## config.mk

```make
export PLATFORM = sky130hd
export DESIGN_NAME = line_scrambler
export DESIGN_NICKNAME = d
export VERILOG_FILES = /design/src/rtl/line_scrambler_pkg.sv /design/src/rtl/scr_frame_tracker.sv /design/src/rtl/scr_keystream.sv /design/src/rtl/scr_out_stage.sv /design/src/rtl/line_scrambler.sv
export SDC_FILE = /design/constraint.sdc
export NUM_CORES = 1
export LEC_CHECK = 0
export BUFFER_PORTS_ARGS = -buffer_cell sky130_fd_sc_hd__buf_2
export CORE_ASPECT_RATIO = 1.25
export CORE_MARGIN = 5
export CORE_UTILIZATION = 45
export DETAILED_ROUTE_END_ITERATION = 6
export PLACE_DENSITY = 0.63
export SYNTH_ARGS = -nofsm -noshare
export SYNTH_HDL_FRONTEND = slang
export SYNTH_HIERARCHICAL = 1
export SYNTH_SLANG_ARGS = --single-unit
```

## constraint.sdc

```tcl
create_clock -name clk -period 2.35 [get_ports clk]
set_clock_uncertainty 0.15 [all_clocks]
set_input_delay 0.1175 -clock clk [delete_from_list [all_inputs] [get_ports clk]]
set_output_delay 0.1175 -clock clk [all_outputs]
set_load 0.01 [all_outputs]
```

## src/rtl/line_scrambler_pkg.sv

```systemverilog
package line_scrambler_pkg;

  // Role of the byte currently at the input
  typedef enum logic [1:0] {
    POS_UNSYNCED = 2'd0,  // no frame start seen since reset
    POS_CLEAR    = 2'd1,  // alignment overhead, bypassed
    POS_SEED     = 2'd2,  // first scrambled byte, register reloaded
    POS_RUN      = 2'd3   // scrambled, register continues
  } pos_class_e;

endpackage

```

## src/rtl/scr_frame_tracker.sv

```systemverilog
module scr_frame_tracker
  import line_scrambler_pkg::*;
#(
  parameter int OH_BYTES = 6
) (
  input  logic       clk,
  input  logic       rst,
  input  logic       fstart,
  output pos_class_e cls
);

  localparam int PW = $clog2(OH_BYTES + 2);
  localparam logic [PW-1:0] OH_IDX   = PW'(OH_BYTES);
  localparam logic [PW-1:0] LAST_IDX = PW'(OH_BYTES + 1);

  logic [PW-1:0] pos_q;
  logic          sync_q;
  logic [PW-1:0] idx;
  logic [PW-1:0] idx_next;

  assign idx      = fstart ? '0 : pos_q;
  assign idx_next = (idx == LAST_IDX) ? idx : idx + 1'b1;

  always_comb begin
    if (!fstart && !sync_q)   cls = POS_UNSYNCED;
    else if (idx < OH_IDX)    cls = POS_CLEAR;
    else if (idx == OH_IDX)   cls = POS_SEED;
    else                      cls = POS_RUN;
  end

  always_ff @(posedge clk) begin
    if (rst) begin
      pos_q  <= '0;
      sync_q <= 1'b0;
    end else if (fstart || sync_q) begin
      pos_q  <= idx_next;
      sync_q <= 1'b1;
    end
  end

endmodule

```

## src/rtl/scr_keystream.sv

```systemverilog
module scr_keystream #(
  parameter int              LFSR_W = 16,
  parameter int              DATA_W = 8,
  parameter logic [LFSR_W-1:0] TAPS = 16'hD008,
  parameter logic [LFSR_W-1:0] SEED = 16'hFFFF
) (
  input  logic              clk,
  input  logic              rst,
  input  logic              load,
  input  logic              adv,
  output logic [DATA_W-1:0] ks,
  output logic [LFSR_W-1:0] state_q
);

  logic [LFSR_W-1:0] chain [DATA_W+1];

  assign chain[0] = load ? SEED : state_q;

  for (genvar i = 0; i < DATA_W; i++) begin : g_bit
    assign ks[DATA_W-1-i] = chain[i][LFSR_W-1];
    assign chain[i+1]     = {chain[i][LFSR_W-2:0], ^(chain[i] & TAPS)};
  end

  always_ff @(posedge clk) begin
    if (rst)              state_q <= SEED;
    else if (load || adv) state_q <= chain[DATA_W];
  end

endmodule

```

## src/rtl/scr_out_stage.sv

```systemverilog
module scr_out_stage #(
  parameter int DATA_W = 8
) (
  input  logic              clk,
  input  logic              rst,
  input  logic [DATA_W-1:0] din,
  input  logic [DATA_W-1:0] ks,
  input  logic              scramble,
  input  logic              fs_in,
  output logic [DATA_W-1:0] dout,
  output logic              fs_out
);

  always_ff @(posedge clk) begin
    if (rst) begin
      dout   <= '0;
      fs_out <= 1'b0;
    end else begin
      dout   <= scramble ? (din ^ ks) : din;
      fs_out <= fs_in;
    end
  end

endmodule

```

## src/rtl/line_scrambler.sv

```systemverilog
module line_scrambler
  import line_scrambler_pkg::*;
#(
  parameter int                DATA_W   = 8,
  parameter int                LFSR_W   = 16,
  parameter int                OH_BYTES = 6,
  parameter logic [LFSR_W-1:0] TAPS     = 16'hD008,
  parameter logic [LFSR_W-1:0] SEED     = 16'hFFFF
) (
  input  logic              clk,
  input  logic              rst,
  input  logic [DATA_W-1:0] data_in,
  input  logic              fstart,
  output logic [DATA_W-1:0] scr_data,
  output logic              scr_fstart
);

  pos_class_e        cls;
  logic [DATA_W-1:0] ks;
  logic [LFSR_W-1:0] ks_state;
  logic              ks_load;
  logic              ks_adv;

  assign ks_load = (cls == POS_SEED);
  assign ks_adv  = (cls == POS_RUN);

  scr_frame_tracker #(.OH_BYTES(OH_BYTES)) u_track (
    .clk    (clk),
    .rst    (rst),
    .fstart (fstart),
    .cls    (cls)
  );

  scr_keystream #(
    .LFSR_W (LFSR_W),
    .DATA_W (DATA_W),
    .TAPS   (TAPS),
    .SEED   (SEED)
  ) u_ks (
    .clk     (clk),
    .rst     (rst),
    .load    (ks_load),
    .adv     (ks_adv),
    .ks      (ks),
    .state_q (ks_state)
  );

  scr_out_stage #(.DATA_W(DATA_W)) u_out (
    .clk      (clk),
    .rst      (rst),
    .din      (data_in),
    .ks       (ks),
    .scramble (ks_load || ks_adv),
    .fs_in    (fstart),
    .dout     (scr_data),
    .fs_out   (scr_fstart)
  );

endmodule

```

==> results of run 1 <==
-- cell families (layout without fill, tap and decap cells) --
| family | Yosys count | in the layout |
|---|---|---|
| AOI/OAI and AO/OA | 28 | 28 |
| DFF | 29 | 29 |
| xor gates and xnor gates | 24 | 24 |
| muxes | 8 | 8 |
| buffers and inverters | 18 | 40 |
| and+or+nand+nor | 50 | 50 |
-- metrics by stage --
stage	power (W)	setup WS (ps)	instances	instance area [µm²]	util, %
6_report	0.00103	425	216	1760	54.7
3_5_place_dp	0.000577	497	199	1570	48.7
5_1_grt	0.00109	326	216	1760	54.7
2_1_floorplan	0.000552	487	157	1520	-
3_3_place_gp	0.000576	539	199	1570	48.7
4_1_cts	0.00105	431	216	1760	54.7
-- path summary, 6_finish.rpt --
| check | from | to | slack, ps | cells after the start |
|---|---|---|---|---|
| min reg2reg | u_ks/state_q[4] | u_ks/state_q[12] | 340 | 2 |
| max reg2reg | u_track/pos_q[1] | u_out/dout[7] | 490 | 7 |
| max | fstart | u_out/dout[7] | 420 | 8 |
| min | rst | u_track/sync_q | 60 | 2 |
-- layout by cell type, fill, tap and decap left out, types with 3 or more instances in the layout --
cell type,synthesis,routed
a21oi_1,7,7
a211oi_1,4,4
xor2_1,4,4
nor2_1,7,7
buf_2,2,19
nand2_1,13,13
dfxtp_1,29,29
or2_1,4,4
o211ai_1,3,3
mux2i_1,8,8
a21bo_2,6,6
or2_2,8,8
xnor2_1,17,17
clkbuf_8,0,7
nand3b_1,9,9
xnor2_2,3,3
dlygate4sd3_1,0,9
-- sequential cells by signal (all words and copies together) (netlist names) --
| register | count |
|---|---|
| u_out/fs_out | 1 |
| u_track/pos_q | 3 |
| u_track/sync_q | 1 |
| u_out/dout | 8 |
| u_ks/state_q | 16 |
-- layout make-up --
type                       count  area, µm²
clock inverter                 1       5.00
fill                         301       1460
clock buffer                   7       96.3
inverter                       2       7.51
tap                           37       46.3
multi-input combinational    110        826
sequential                    29        581
timing repair buffer          30        200
-- layer usage --
| metal | wire length (µm) | global-route usage [%] | up-vias |
|---|---|---|---|
| met4 | 54 | 6.37 | 0 |
| met2 | 1220 | 21.4 | 23 |
| li1 | - | - | 562 |
| met5 | 0 | 0 | - |
| met1 | 1330 | 18.2 | 499 |
| met3 | 168 | 5.15 | 6 |
-- timing repair --
item                                    in CTS  in global routing
hold endpoints to repair                    12                  0
endpoints found under the setup margin       0                  0
hold buffers                                 9                  0
-- critical path, delay by kind of cell --
| kind | cells | cell delay, ps |
|---|---|---|
| buffers and inverters | 3 | 890 |
| and+or+nand+nor | 3 | 660 |
| AOI/OAI and AO/OA | 2 | 330 |
-- where the power goes --
part,internal (W),leakage [nW],total (W),switching (W)
sequential,0.000503,0.237,0.000509,0.00000621
combinational,0.0000397,0.404,0.0000681,0.0000284
clock,0.000264,0.0542,0.000455,0.000191
==> qor.csv, run 1 <==
metric,value,unit
WHS,56.7,ps
TritonRoute pass-1 iters,4,
clock tree buffer depth,2,
layout cells sized above 1,30.2,%
post-synthesis simple-gate area fraction,18.5,%
# clock sinks,29,
Critical Path RT,2420,ps
crit share post-route,81.9,%
Mapped Avg Cell Area,9.66,µm²
Syn Nets,168,
initial antenna violation count,0,
top-count cell post-synth,dfxtp_1,
CTS tree,yes,
Peak VDD IR,0.346,mV
Synth Area in Adders,0,%
Die Height,74.9,µm
cell count after synthesis,157,
Rows,23,
"slowest stage delay, CP",520,ps
vias,1090,
Hold Path Class,in2reg,
initial DRC count,40,
Final Critical Period,1930,ps
# setup viols final,0,
RSZ-0062 raised after global routing,false,
sequential area share after synthesis,38.3,%
fmax,519,MHz
critical path class,in2reg,
Top-Level Pins,20,
Ys Warns,6,
worst skew pair latency,280,ps
Synth Area in XOR/XNOR,15.3,%
max-cap violation count,0,
combinational family with the most area after synthesis,simple AND/OR/NAND/NOR gates,
"Slew Viols, Final",0,
most instantiated cells after synthesis,"dfxtp_1, xnor2_1, nand2_1",
Async SR Flop Fraction,0,%
Cell variety after synth,33,
outcome,"complete, no violations",
Clock transition at path regs,70,ps
"Net count, final",189,
CTS Buf Count,5,
top cell type's share of synthesized area,38.3,%
post-synth top area cell,dfxtp_1,
Ant. Diodes,0,
Starting Density,47.0,%
CTS resizes,0,
Crit-path slowest cell,dlygate4sd3_1,
die area,4640,µm²
number of global-route vias before repair,1058,
core area,3220,µm²
Final Hold Viols,0,
crit path DAT,1990,ps
total track usage,14.3,%
Seq cells post-synth,29,
input/output buffers,19,
post-synthesis compound-gate area fraction,15.0,%
"antenna viol nets, final",0,
GP Congestion,0.730,
Syn Std Cell Area,1520,µm²
Crit Path Max Fanout,17,
clock root cell,clkbuf_8,
Leakage,0.695,nW
first-pass GRT wire length,4.81,mm
Slew @ Worst Pin,406,ps
GRT overflow,0,
number of H-tree levels,2,
Post-synth EDFFs,0,
Post-CTS Setup Inserts,0,
Synth-to-Final Area Change,16.2,%
largest net degree at the start of global routing,19,
"critical path, cell by cell",dlygate4sd3_1 > buf_2 > nor3b_2 > buf_4 > and2b_2 > or2_2 > a21bo_2 > a21oi_1,
"Top FF cell, synth",dfxtp_1,
DP HPWL,1.93,mm
remaining routing DRC violations,0,
Die Wd,61.9,µm
final WL,2.77,mm
Via density,5.05,
relative max-transition margin,72.9,%
largest cells by area after synthesis,"dfxtp_1, xnor2_1, mux2i_1",
post-synthesis mux area share,5.28,%
PD cells,586,nW/µm²
DR WL/cell,12.8,µm
CP Capture Type,flip-flop,
CP Launch Type,input port,
post-route setup TNS,0,ps
Note: power is estimated with default switching activity, not from simulation.
==> inputs of run 2 (changes only) <==
==> constraint.sdc (replaced) <==
create_clock -name clk -period 1.8 [get_ports clk]
set_clock_uncertainty 0.15 [all_clocks]
set_input_delay 0.09 -clock clk [delete_from_list [all_inputs] [get_ports clk]]
set_output_delay 0.09 -clock clk [all_outputs]
set_load 0.01 [all_outputs]
==> run 2 against run 1 <==
Compared with the run above:
- global-route usage decreased by 0.39 points
- register-to-register slack lost 390 ps
- sequential power up 31%
- combinational power grew 38%
- total power rose by 29%
- first-iteration DRC count fell by 2.5%
- critical path type unchanged
- critical endpoint unchanged
- largest power group unchanged
==> qor.csv, run 2 (synthesis gave the netlist of run 1 again) <==
metric,value,unit,change
outcome,"complete, no violations",,
CTS tree,yes,,
CTS Buf Count,5,,unchanged
PD cells,741,nW/µm²,+26%
most frequent cells in the layout,"dfxtp_1, buf_2, xnor2_1",,
"antenna viol nets, final",0,,unchanged
RSZ-0062 raised after global routing,false,,
die area,4640,µm²,unchanged
core area,3220,µm²,unchanged
vias,1092,,+0.18%
Slew @ Worst Pin,355,ps,-50.6 ps
Top-Level Pins,20,,unchanged
worst r2r src,u_track/pos_q[0],,
Setup crit start,fstart,,
crit path DAT,1780,ps,-210 ps
Synth-to-Final Area Change,19.0,%,
sequential share of power,49.7,%,+0.4 points
initial antenna violation count,0,,unchanged
Hold Path Class,in2reg,,
worst reg2reg path depth,6,,-1
crit share post-route,96.0,%,
Final Hold Viols,0,,unchanged
logic gate share of total power,7.1,%,+0.5 points
critical path class,in2reg,,
initial DRC count,39,,-2.5%
# setup viols final,0,,unchanged
"commonest non-fill, non-tap cell in the layout",dfxtp_1,,
final instance area,1800,µm²,+2.4%
Starting Density,47.0,%,unchanged
DP HPWL,2.03,mm,+4.8%
number of H-tree levels,2,,unchanged
reg2reg end,u_out/dout[7],,
GP Congestion,0.805,,+10%
max-cap violation count,0,,unchanged
DR WL/cell,13.3,µm,+3.3%
final WL,2.92,mm,+5.2%
switching power total,0.000280,W,+24%
Peak VDD IR,0.500,mV,+45%
clock root cell,clkbuf_8,,
fillers,297,,-1.3%
Cells after DPL,202,,+1.5%
Clk network pwr share,43.2,%,-0.9 points
relative max-transition margin,76.3,%,+3.4 points
layout cells sized above 1,33.3,%,+3.2 points
"Cell Count, Final, Fillers Out",220,,+1.9%
"Slew Viols, Final",0,,unchanged
Via density,4.96,,-1.6%
fin util,56.0,%,+1.3 points
Clock transition at path regs,60,ps,about the same
Rows,23,,unchanged
CP Capture Type,flip-flop,,
clock tree buffer depth,2,,unchanged
Crit Path Max Fanout,13,,-4
Largest regs,"u_ks/state_q: 16 flops, u_out/dout: 8 flops, u_track/pos_q: 3 flops",,
"Net count, final",193,,+2.1%
flop-to-flop setup slack,100,ps,-390 ps
Die Height,74.9,µm,unchanged
Die Wd,61.9,µm,unchanged
worst skew pair latency,270,ps,about the same
total track usage,13.9,%,-0.39 points
# clock sinks,29,,unchanged
max FFs per register,16,,unchanged
Leakage,0.719,nW,+3.3%
first-pass GRT wire length,4.69,mm,-2.6%
input/output buffers,19,,unchanged
Largest Register,u_ks/state_q,,
number of global-route vias before repair,1025,,-3.1%
Critical Path RT,1850,ps,-570 ps
CP Launch Type,input port,,
Final Power,0.00134,W,+29%
Worst Setup EP,u_out/dout[7],,
Final Critical Period,1730,ps,
remaining routing DRC violations,0,,unchanged
GRT overflow,0,,unchanged
Net Sw Frac,21.0,%,-0.85 points
fmax,579,MHz,
largest net degree at the start of global routing,19,,unchanged
Placed Area,1600,µm²,+1.7%
Ant. Diodes,0,,unchanged
TritonRoute pass-1 iters,4,,unchanged
Int Pwr,0.00106,W,+31%
## run 2: power by group through the flow
stage	combinational, W	sequential (W)	clock, W
2_1_floorplan	0.0000362	0.000684	0
3_3_place_gp	0.0000765	0.000677	0
3_5_place_dp	0.0000789	0.000678	0
4_1_cts	0.0000942	0.000664	0.000597
5_1_grt	0.000103	0.000666	0.000631
6_report	0.0000943	0.000665	0.000578
## run 2: worst min-delay path by stage
stage / end / start / cells after the start
detailed placement: u_out/dout[6] / data_in[6] / 3
finish: u_out/dout[4] / rst / 2
global route: u_out/dout[4] / rst / 2
global placement: u_out/dout[0] / data_in[0] / 3
CTS: u_out/dout[4] / rst / 2
floorplan: u_track/pos_q[0] / rst / 1
## run 2: per-stage QoR
step | setup WS (ps) | setup TNS (ps) | hold slack, ps
3_5_place_dp | 65.9 | 0 | 225
6_report | 71.6 | 0 | 50.3
2_1_floorplan | -9.70 | -29.1 | 0.457
4_1_cts | 16.4 | 0 | 45.0
5_1_grt | 10.5 | 0 | 70.5
3_3_place_gp | 95.4 | 0 | 211
## run 2: area by class of cell
class	count	area, µm²	share of cell area, %
repair buffers	34	234	13.0
clock inverters	1	5.00	0.277
clock buffers	7	96.3	5.34
well taps	37	46.3	2.57
multi-input cells	110	831	46.0
flip-flops and latches	29	584	32.4
inverters	2	7.51	0.416
## run 2: repair_timing
item	4_1_cts	5_1_grt
hold endpoints to repair	12	0
resized for setup	0	5
hold buffers	9	0
setup buffers	0	1
setup endpoints to repair	0	11
## run 2: layer usage
metal	part of all wire, %	vias to the layer above	track usage (%)
met5	0	-	0
met1	46	495	17.4
met2	47	25	21.1
li1	-	568	-
met3	5.0	4	4.12
met4	1.9	0	7.78
## run 2: worst max-delay path, cell delays in order
cell and delay, ps:
dlygate4sd3_1 530, buf_2 180, a21o_2 120, and2b_4 220, or2_2 290, a21bo_2 220, a21oi_1 130
